**src/rtl/webcls_pkg.sv**
```systemverilog
package webcls_pkg;
  localparam int IDX_W = 5;
  localparam int IDX_MAX = (1 << IDX_W) - 1;

  // Per-word strobes from control to datapath
  typedef struct packed {
    logic             take;   // word accepted into the current frame
    logic             first;  // accepted word is a start word
    logic             last;   // accepted word is an end word
    logic [IDX_W-1:0] idx;    // index of accepted word in the frame
  } wordCtl_t;
endpackage

```
**src/rtl/webcls_ctrl.sv**
```systemverilog
module webcls_ctrl
  import webcls_pkg::*;
(
  input  logic     clk,
  input  logic     rstN,
  input  logic     inValid,
  input  logic     inSof,
  input  logic     inEof,
  output logic     inReady,
  input  logic     resReady,
  output logic     resValid,
  output wordCtl_t ctl
);
  logic             inFrame;
  logic [IDX_W-1:0] wordIdx;
  logic             take;

  assign inReady = !resValid;
  assign take    = inValid && inReady && (inSof || inFrame);

  always_comb begin
    ctl.take  = take;
    ctl.first = take && inSof;
    ctl.last  = take && inEof;
    ctl.idx   = inSof ? '0 : wordIdx;
  end

  always_ff @(posedge clk) begin
    if (!rstN) begin
      inFrame  <= 1'b0;
      wordIdx  <= '0;
      resValid <= 1'b0;
    end else begin
      if (take) begin
        inFrame <= !inEof;
        wordIdx <= (ctl.idx == IDX_W'(IDX_MAX)) ? ctl.idx : ctl.idx + 1'b1;
      end
      if (take && inEof)       resValid <= 1'b1;
      else if (resReady)       resValid <= 1'b0;
    end
  end

  // no word is taken while a result is pending
  a_r8_stall_input: assert property (@(posedge clk) disable iff (!rstN)
    resValid |-> !inReady);

  // a result shows up only after an accepted end word
  a_r7_rise_after_eof: assert property (@(posedge clk) disable iff (!rstN)
    $rose(resValid) |-> $past(inValid && inReady && inEof));

  // a stalled result stays pending
  a_r7_hold_pending: assert property (@(posedge clk) disable iff (!rstN)
    resValid && !resReady |=> resValid);

  // the word index only advances inside a frame
  a_r2_idx_monotonic: assert property (@(posedge clk) disable iff (!rstN)
    take && !inSof |=> wordIdx >= $past(wordIdx));
endmodule

```
**src/rtl/webcls_dp.sv**
```systemverilog
module webcls_dp
  import webcls_pkg::*;
#(
  parameter logic [15:0] ETYPE_IP  = 16'h0800,
  parameter logic [7:0]  PROTO_TCP = 8'd6,
  parameter logic [15:0] WEB_PORT  = 16'd80,
  parameter int          MIN_IHL   = 5,
  parameter int          TAG_W     = 16,
  parameter logic [TAG_W-1:0] WEB_TAG = 16'h00A5
) (
  input  logic             clk,
  input  logic             rstN,
  input  wordCtl_t         ctl,
  input  logic [31:0]      inData,
  input  logic             inPort,
  output logic             resIsWeb,
  output logic             resOutPort,
  output logic [7:0]       resCode,
  output logic [TAG_W-1:0] resTag
);
  localparam int ETH_WORD   = 3;
  localparam int PROTO_WORD = 5;
  localparam int OFF_W      = 7;

  logic       etypeOk, protoOk, portOk, portSeen, portIn;
  logic [3:0] ihl;
  logic       nEtype, nProto, nPortOk, nSeen, nPortIn;
  logic [3:0] nIhl;
  logic [OFF_W-1:0] portByteOff;
  logic [IDX_W-1:0] portIdx;
  logic       nWeb;

  always_comb begin
    nEtype  = ctl.first ? 1'b0 : etypeOk;
    nProto  = ctl.first ? 1'b0 : protoOk;
    nPortOk = ctl.first ? 1'b0 : portOk;
    nSeen   = ctl.first ? 1'b0 : portSeen;
    nIhl    = ctl.first ? 4'd0 : ihl;
    nPortIn = ctl.first ? inPort : portIn;
    if (ctl.idx == IDX_W'(ETH_WORD)) begin
      nEtype = (inData[31:16] == ETYPE_IP);
      nIhl   = inData[11:8];
    end
    if (ctl.idx == IDX_W'(PROTO_WORD))
      nProto = (inData[7:0] == PROTO_TCP);
    // offset in bytes, split into 8-byte block and word within block
    portByteOff = {1'b0, nIhl, 2'b00} + OFF_W'(16);
    portIdx     = IDX_W'({portByteOff[OFF_W-1:3], portByteOff[2]});
    if (nIhl >= 4'(MIN_IHL) && ctl.idx == portIdx) begin
      nPortOk = (inData[31:16] == WEB_PORT);
      nSeen   = 1'b1;
    end
    nWeb = nEtype && nProto && nSeen && nPortOk && (nIhl >= 4'(MIN_IHL));
  end

  always_ff @(posedge clk) begin
    if (!rstN) begin
      etypeOk <= 1'b0; protoOk <= 1'b0; portOk <= 1'b0;
      portSeen <= 1'b0; portIn <= 1'b0; ihl <= 4'd0;
      resIsWeb <= 1'b0; resOutPort <= 1'b0;
      resCode <= 8'd0; resTag <= '0;
    end else begin
      if (ctl.take) begin
        etypeOk <= nEtype; protoOk <= nProto; portOk <= nPortOk;
        portSeen <= nSeen; portIn <= nPortIn; ihl <= nIhl;
      end
      if (ctl.last) begin
        resIsWeb   <= nWeb;
        resOutPort <= nPortIn ^ 1'b1;
        resCode    <= nWeb ? 8'd0 : 8'd1;
        resTag     <= nWeb ? WEB_TAG : '0;
      end
    end
  end

  // the ingress port latch changes only on a start word
  a_r5_port_latch: assert property (@(posedge clk) disable iff (!rstN)
    ctl.take && !ctl.first |=> $stable(portIn));

  // result fields do not move unless an end word is taken
  a_r7_fields_stable: assert property (@(posedge clk) disable iff (!rstN)
    !ctl.last |=> $stable(resIsWeb) && $stable(resOutPort) && $stable(resTag));
endmodule

```
**src/rtl/web_flow_classifier.sv**
```systemverilog
module web_flow_classifier
  import webcls_pkg::*;
#(
  parameter int TAG_W = 16,
  parameter logic [TAG_W-1:0] WEB_TAG = 16'h00A5
) (
  input  logic             clk,
  input  logic             rstN,
  input  logic [31:0]      inData,
  input  logic             inValid,
  output logic             inReady,
  input  logic             inSof,
  input  logic             inEof,
  input  logic             inPort,
  output logic             resValid,
  input  logic             resReady,
  output logic             resIsWeb,
  output logic             resOutPort,
  output logic [7:0]       resCode,
  output logic [TAG_W-1:0] resTag
);
  wordCtl_t ctl;

  webcls_ctrl u_ctrl (
    .clk(clk), .rstN(rstN), .inValid(inValid), .inSof(inSof), .inEof(inEof),
    .inReady(inReady), .resReady(resReady), .resValid(resValid), .ctl(ctl)
  );

  webcls_dp #(.TAG_W(TAG_W), .WEB_TAG(WEB_TAG)) u_dp (
    .clk(clk), .rstN(rstN), .ctl(ctl), .inData(inData), .inPort(inPort),
    .resIsWeb(resIsWeb), .resOutPort(resOutPort), .resCode(resCode),
    .resTag(resTag)
  );

  // the code agrees with the web flag whenever a result is offered
  a_r6_code_matches: assert property (@(posedge clk) disable iff (!rstN)
    resValid |-> (resCode == (resIsWeb ? 8'd0 : 8'd1)));
endmodule

```
**config.mk**
```make
export PLATFORM = sky130hd
export DESIGN_NAME = web_flow_classifier
export DESIGN_NICKNAME = d
export VERILOG_FILES = /design/src/rtl/webcls_pkg.sv /design/src/rtl/webcls_ctrl.sv /design/src/rtl/webcls_dp.sv /design/src/rtl/web_flow_classifier.sv
export SDC_FILE = /design/constraint.sdc
export NUM_CORES = 1
export LEC_CHECK = 0
export ABC_AREA = 1
export CAP_MARGIN = 20
export CORE_ASPECT_RATIO = 0.8
export CORE_MARGIN = 8
export CORE_UTILIZATION = 59
export DETAILED_ROUTE_END_ITERATION = 10
export DONT_BUFFER_PORTS = 1
export HOLD_SLACK_MARGIN = 0.05
export PLACE_DENSITY = 0.84
export SLEW_MARGIN = 20
export SYNTH_ARGS = -nofsm -noshare
export SYNTH_HDL_FRONTEND = slang
export SYNTH_SLANG_ARGS = --single-unit
```
**constraint.sdc**
```tcl
create_clock -name clk -period 5.8 [get_ports clk]
set_input_delay 1.45 -clock clk [delete_from_list [all_inputs] [get_ports clk]]
set_output_delay 1.45 -clock clk [all_outputs]
set_load 0.01 [all_outputs]
```
* Word level (Yosys, flattened, before mapping)
Index checks and enable logic that the tools add are counted.
Word-level totals: flip-flop bits (word level) 42, word-level logic and storage cells 54
Cells by class: add/sub/neg operators 2, $lt $le $gt $ge 1, eq/ne operators 7, mux-type cells 17, bitwise operators 1, reduce and logical (&&, ||, !) cells 13
Operators by type and width (count):
- $eq 16x12->1 const B | 1
- $eq 16x7->1 const B | 1
- $mux 1 | 12
- $mux 5 | 2
- $logic_and 1x1->1 | 9
- $eq 8x3->1 const B | 1
- $mux 4 | 2
- $mux 8 | 1
- $add 6x5->7 const B | 1
- $add 5x1->5 const B | 1
- $eq 5x2->1 const B | 1
- $eq 5x3->1 const B | 1
- $eq 5x5->1 | 1
- $eq 5x5->1 const B | 1
- $ge 4x3->1 const B | 1
- $logic_not 1->1 | 2
- $reduce_bool 2->1 | 1
- $logic_or 1x1->1 | 1
- $not 1->1 | 1

* Longest topological paths before layout
depth after elaboration 14, mapped depth 21, depth with buffers taken out 21

* Modules after synthesis
From an unflattened synthesis, not the netlist that was laid out.
Unflattened totals: cell total of the unflattened synthesis 235, area total of the unflattened synthesis 1517.7 um^2
By module, submodules not included:
- webcls_dp | times used 1, cells an instance 168, area each 1073.5 um^2, sequential area each 240.2 um^2
- webcls_ctrl | times used 1, cells an instance 67, area each 444.2 um^2, sequential area each 140.1 um^2

* Worst setup path before layout
OpenSTA, ideal clock, no wires.
path type in2reg, from input inSof, to register u_dp.resCode[0], setup time 0.131 ns, arrival 3.524 ns, data required time 5.669 ns, path slack 2.145 ns, cell stages on the path 19, buffers on the path 0, cell sequence inv_2 nand2_1 inv_1 ha_1 inv_1 a21oi_4 nand2_4 o21ai_2 inv_2 ha_1 xor2_1 nor2_1 nand2_1 nor2_4 nand3_2 a21oi_1 nand2_1 nand2_1 a21oi_2
Between the ends: word-level cells in the longest chain between the ends 13
RTL lines:
- start: declaration | line web_flow_classifier.sv:12 | input logic inSof,
- parallel branches: the longest is 4 deep, another holds $mux 5
- $mux 4 (*) | line webcls_dp.sv:40 | if (ctl.idx == IDX_W'(ETH_WORD)) begin
- net u_dp.nIhl[3] | line webcls_dp.sv:28 | logic [3:0] nIhl;
- $add 6x5->7 | line webcls_dp.sv:47 | portByteOff = {1'b0, nIhl, 2'b00} + OFF_W'(16);
- $eq 5x5->1 | line webcls_dp.sv:49 | if (nIhl >= 4'(MIN_IHL) && ctl.idx == portIdx) begin
- $logic_and 1x1->1 | line webcls_dp.sv:49
- $mux 1 | line webcls_dp.sv:49
- $logic_and 1x1->1 (2 in series) | line webcls_dp.sv:53 | nWeb = nEtype && nProto && nSeen && nPortOk && (nIhl >= 4'(MIN_IHL));
- $logic_and 1x1->1 (*) | line webcls_dp.sv:53
- $mux 1 (*) | line webcls_dp.sv:70 | resCode <= nWeb ? 8'd0 : 8'd1;
- end signal: assignment | line webcls_dp.sv:70
- end: declaration | line webcls_dp.sv:18 | output logic [7:0] resCode,
Mark *: on every way through the listed nets, which the timed path passes. A chain may end at the register's enable or synchronous reset.

* Worst setup path after layout
Same ends and word-level chain as after synthesis.

==> results.txt <==
The number of vias per cell came out at 5.01. The area growth from synthesis to layout came out at -3.72%. The worst stage delay on the critical path is 280 ps. The number of enable flip-flop cells after synthesis is 0. In the synthesized netlist the async set-or-reset flop fraction comes to 0%. Per report_power, the sequential group accounts for 53.9% of the total.

The compound-gate portion of the synthesized area came out at 14.0%. The global placer's final weighted congestion is ~0.85. The critical-path cell with the highest stage delay is sky130_fd_sc_hd__ha_1. The most frequently used cell type in the post-synthesis netlist is sky130_fd_sc_hd__nand2_1.

After clock tree synthesis, the repair step resized 0 gates. Summed over all nets, the half-perimeter wirelength after detailed placement is 2.38 mm. The setup fix buffers added after clock tree synthesis came out at 0. The worst setup path is launched from a primary input. The critical path is of the in2reg type. Timing would allow up to about 280 MHz. The power density over the cells is 199 nW/um2. Setup repair after global routing left no endpoint under its margin. Wires add up to slightly below 3 mm. The largest fanout on the critical path came out at 7. The total overflow left after global routing is 0.

The pre-antenna-repair detailed-routing pass consisted of 4 iterations. The aggregate global-route resource usage came out at 13.2%. The relative contribution of combinational cells to total power came out at between 20% and 30%. The slew of the pin with the lowest slew margin came out at 527 ps. The internal cell power came out at 0.183 mW. Measured against the total synthesized area, the mux share comes to 0.709%. The number of DRC markers after the initial detailed-route iteration came out at 66.

In this run the biggest area consumer among cell types represents 27.0% of the synthesized area. The die covers roughly 4200 um2. Of all cell types, the one taking the most synthesized area is sky130_fd_sc_hd__dfxtp_1. After synthesis, the most frequently instantiated cells are sky130_fd_sc_hd__nand2_1, sky130_fd_sc_hd__inv_1, sky130_fd_sc_hd__buf_4.

The number of nets at the end of the flow came out at 254. The worst-case headroom to the max-slew limit is around two thirds. The run finished with clean final reports. The max-cap check violation count is 0.

The pin count of the biggest net entering global routing is 17. The clock net in this run drives a total of 19 sinks. The main combinational cell family by area after synthesis is simple AND/OR/NAND/NOR gates.

Cells with a size suffix above 1 make up between 10% and 20% of the layout. The worst endpoint required time came out at 5990 ps. The maximum count of clock buffers along a single path is 2. The repair_antennas step left the layout with diodes totalling 0. The buffers plus inverters on the worst setup path came out at 4. After floorplanning, the core was sized to cover 2360 um2. Among all flip-flop cells after synthesis, the most frequent one is sky130_fd_sc_hd__dfxtp_1.

The routed wire length per instance came out at 12.2 um. The later pin in the worst-skew pair is clocked with a latency of 300 ps. In this run, post-CTS hold repair placed 0 buffers.

The remaining routing DRC violations is 0. STA classifies the critical path endpoint as a register. The sum of negative setup slack came out at 0 ps.

TritonCTS built the clock tree. The worst endpoint data arrival time is 3810 ps. The portion of the post-synthesis area used by sequential elements is 27.0%. The number of buffers added on ports came out at 0. The clock buffer count from CTS came out at 3. The fraction of power consumed by the clock network came out at 25.4%. CTS placed an instance of sky130_fd_sc_hd__clkbuf_4 at the clock tree root. In this run the vertical extent of the chip is between 50 and 60 um. The initial cell density of the core came out at 59.7%. The final count of negative-setup-slack endpoints is 0. Traced cell by cell, the critical path runs through inv_2 -> nand2_1 -> inv_1 -> ha_1 -> inv_1 -> a21oi_4 -> nand2_4 -> o21ai_2 -> inv_2 -> ha_1 -> xor2_1 -> nor2_1 -> nand2_1 -> nor2_4 -> nand3_2 -> a21oi_1 -> nand2_1 -> nand2_1 -> a21oi_2.

The area share of and/or/nand/nor cells after synthesis is 32.0%. The clock-pin slew on the worst setup and hold paths is 110 ps. The power spent charging and discharging nets came out at 0.0870 mW.

The fraction of power spent switching nets came out at 32.2%. The mean instance size in the synthesized netlist came out at 6.60 um2. The total standard cell area after synthesis is 1410 um2. The final count of hold timing violations came out at 0. The number of antenna violations at the first check in global routing is 0.

The worst slack after detailed placement came out at 1860 ps. The die width is ~71 um. By instance count, the cell type seen most on the critical path is sky130_fd_sc_hd__nand2_1.

The worst-case IR drop observed on VDD is 124 uV. Ranked by total cell area, the synthesized netlist is headed by sky130_fd_sc_hd__dfxtp_1, sky130_fd_sc_hd__buf_4, sky130_fd_sc_hd__nand2_1. The number of global-route vias before repair is 1,081. The clock tree skew after final layout is 5.52 ps. The number of max-slew violations in the final report is 0. The largest delay contributor family on the critical path is simple AND/OR/NAND/NOR gates.

The power after layout is 0.270 mW. The worst setup slack after layout came out at between 2000 and 2500 ps. The reported leakage power came out at ~0.67 nW. CTS built an H-tree with a depth of 1. The antenna violation net count after detailed routing came out at 0. Summing the areas of all xor and xnor instances in the mapped netlist gives 1.24% of the synthesized area.

The gate count after technology mapping came out at 214. The floorplan has 16 rows. The adder-cell share of the synthesized area came out at 3.55%. The minimum clock period after layout is between 3000 and 4000 ps.

The count of warnings emitted by yosys came out at 0. The min-delay analysis places its worst path in the category reg2reg. During I/O placement, the number of pins put on the boundary was 67. The post-synthesis register bit count came out at 19. The overall via count from detail_route came out at 1,187. The number of unique standard cell types used by synthesis came out at 32.

The first global-routing pass estimated 4.53 mm of wire. The final cycle utilization of the critical path came out at between 60% and 70%.
## cell usage in the layout, fill, tap and decap left out, types with 2 or more instances in the layout
cell type                  Yosys  routed
sky130_fd_sc_hd__inv_1        27      27
sky130_fd_sc_hd__or2_2         2       2
sky130_fd_sc_hd__ha_1          4       4
sky130_fd_sc_hd__o21ai_2       2       2
sky130_fd_sc_hd__nand3_1      14      14
sky130_fd_sc_hd__o21ai_0      13      13
sky130_fd_sc_hd__clkbuf_4      0       3
sky130_fd_sc_hd__dfxtp_1      19      19
sky130_fd_sc_hd__nand2_1      42      42
sky130_fd_sc_hd__a21oi_1       9       9
sky130_fd_sc_hd__nand4_1       5       5
sky130_fd_sc_hd__inv_2         2       2
sky130_fd_sc_hd__nor2_1       23      23
sky130_fd_sc_hd__o211ai_1      3       3
sky130_fd_sc_hd__nand2_2       5       5
sky130_fd_sc_hd__conb_1        1      19
sky130_fd_sc_hd__nor3_1        2       2
## cell families (layout without fill, tap and decap cells)
group | after synthesis | count (layout)
buffers and inverters | 56 | 34
multiplexers | 1 | 1
adder cells (fa/ha/maj) | 4 | 4
AND/OR/NAND/NOR | 99 | 99
other | 1 | 19
flip-flops | 19 | 19
AO/OA/AOI/OAI | 32 | 32
XOR/XNOR | 2 | 2
## stage by stage
stage	instances	hold WS, ps	util (%)	area (um2)
2_1_floorplan	232	438	-	1480
3_3_place_gp	233	454	56.3	1330
3_5_place_dp	233	458	56.3	1330
4_1_cts	237	479	57.5	1360
5_1_grt	237	504	57.5	1360
6_report	237	474	57.5	1360
## flip-flops by register name, indices dropped and copies added, names as in the netlist
| signal | count |
|---|---|
| u_ctrl.inFrame | 1 |
| u_ctrl.resValid | 1 |
| u_ctrl.wordIdx | 5 |
| u_dp.etypeOk | 1 |
| u_dp.ihl | 4 |
| u_dp.portIn | 1 |
| u_dp.portOk | 1 |
| u_dp.portSeen | 1 |
| u_dp.protoOk | 1 |
| u_dp.resCode | 1 |
| u_dp.resOutPort | 1 |
| u_dp.resTag | 1 |
## tightest hold or removal path: stages, from the launching register on
cell and delay [ps]:
sky130_fd_sc_hd__dfxtp_1 320, sky130_fd_sc_hd__inv_1 60, sky130_fd_sc_hd__a211oi_1 60
## power by group through the flow
stage / Clock [mW] / Sequential, mW / Combinational, mW
final: 0.0685 / 0.145 / 0.0560
after global routing: 0.0795 / 0.147 / 0.0635
after CTS: 0.0718 / 0.145 / 0.0555
after detailed placement: 0 / 0.149 / 0.0553
after global placement: 0 / 0.148 / 0.0540
after floorplan: 0 / 0.146 / 0.0607
## final timing paths
check | from | to | slack, ps | cells after the start
setup reg to reg | u_ctrl.wordIdx[0] | u_dp.resCode[0] | 3010 | 18
hold reg to reg | u_ctrl.inFrame | u_ctrl.inFrame | 470 | 2
setup / recovery | inSof | u_dp.resCode[0] | 2180 | 19
hold / removal | u_ctrl.inFrame | u_ctrl.inFrame | 470 | 2
## layout make-up
type | count | area, um2
Timing Repair Buffer | 1 | 7.51
Sequential cell | 19 | 380
Fill cell | 232 | 1000
Inverter | 29 | 109
Multi-Input combinational cell | 157 | 798
Tap cell | 27 | 33.8
Clock buffer | 3 | 22.5
Clock inverter | 1 | 7.51
## metal layers
metal | GRT usage, % | routed length (um)
met5 | 0 | 0
met4 | 3.83 | 27
met3 | 5.03 | 151
met2 | 22.4 | 1410
met1 | 15.2 | 1310
Note: power is estimated with default switching activity, not from simulation.
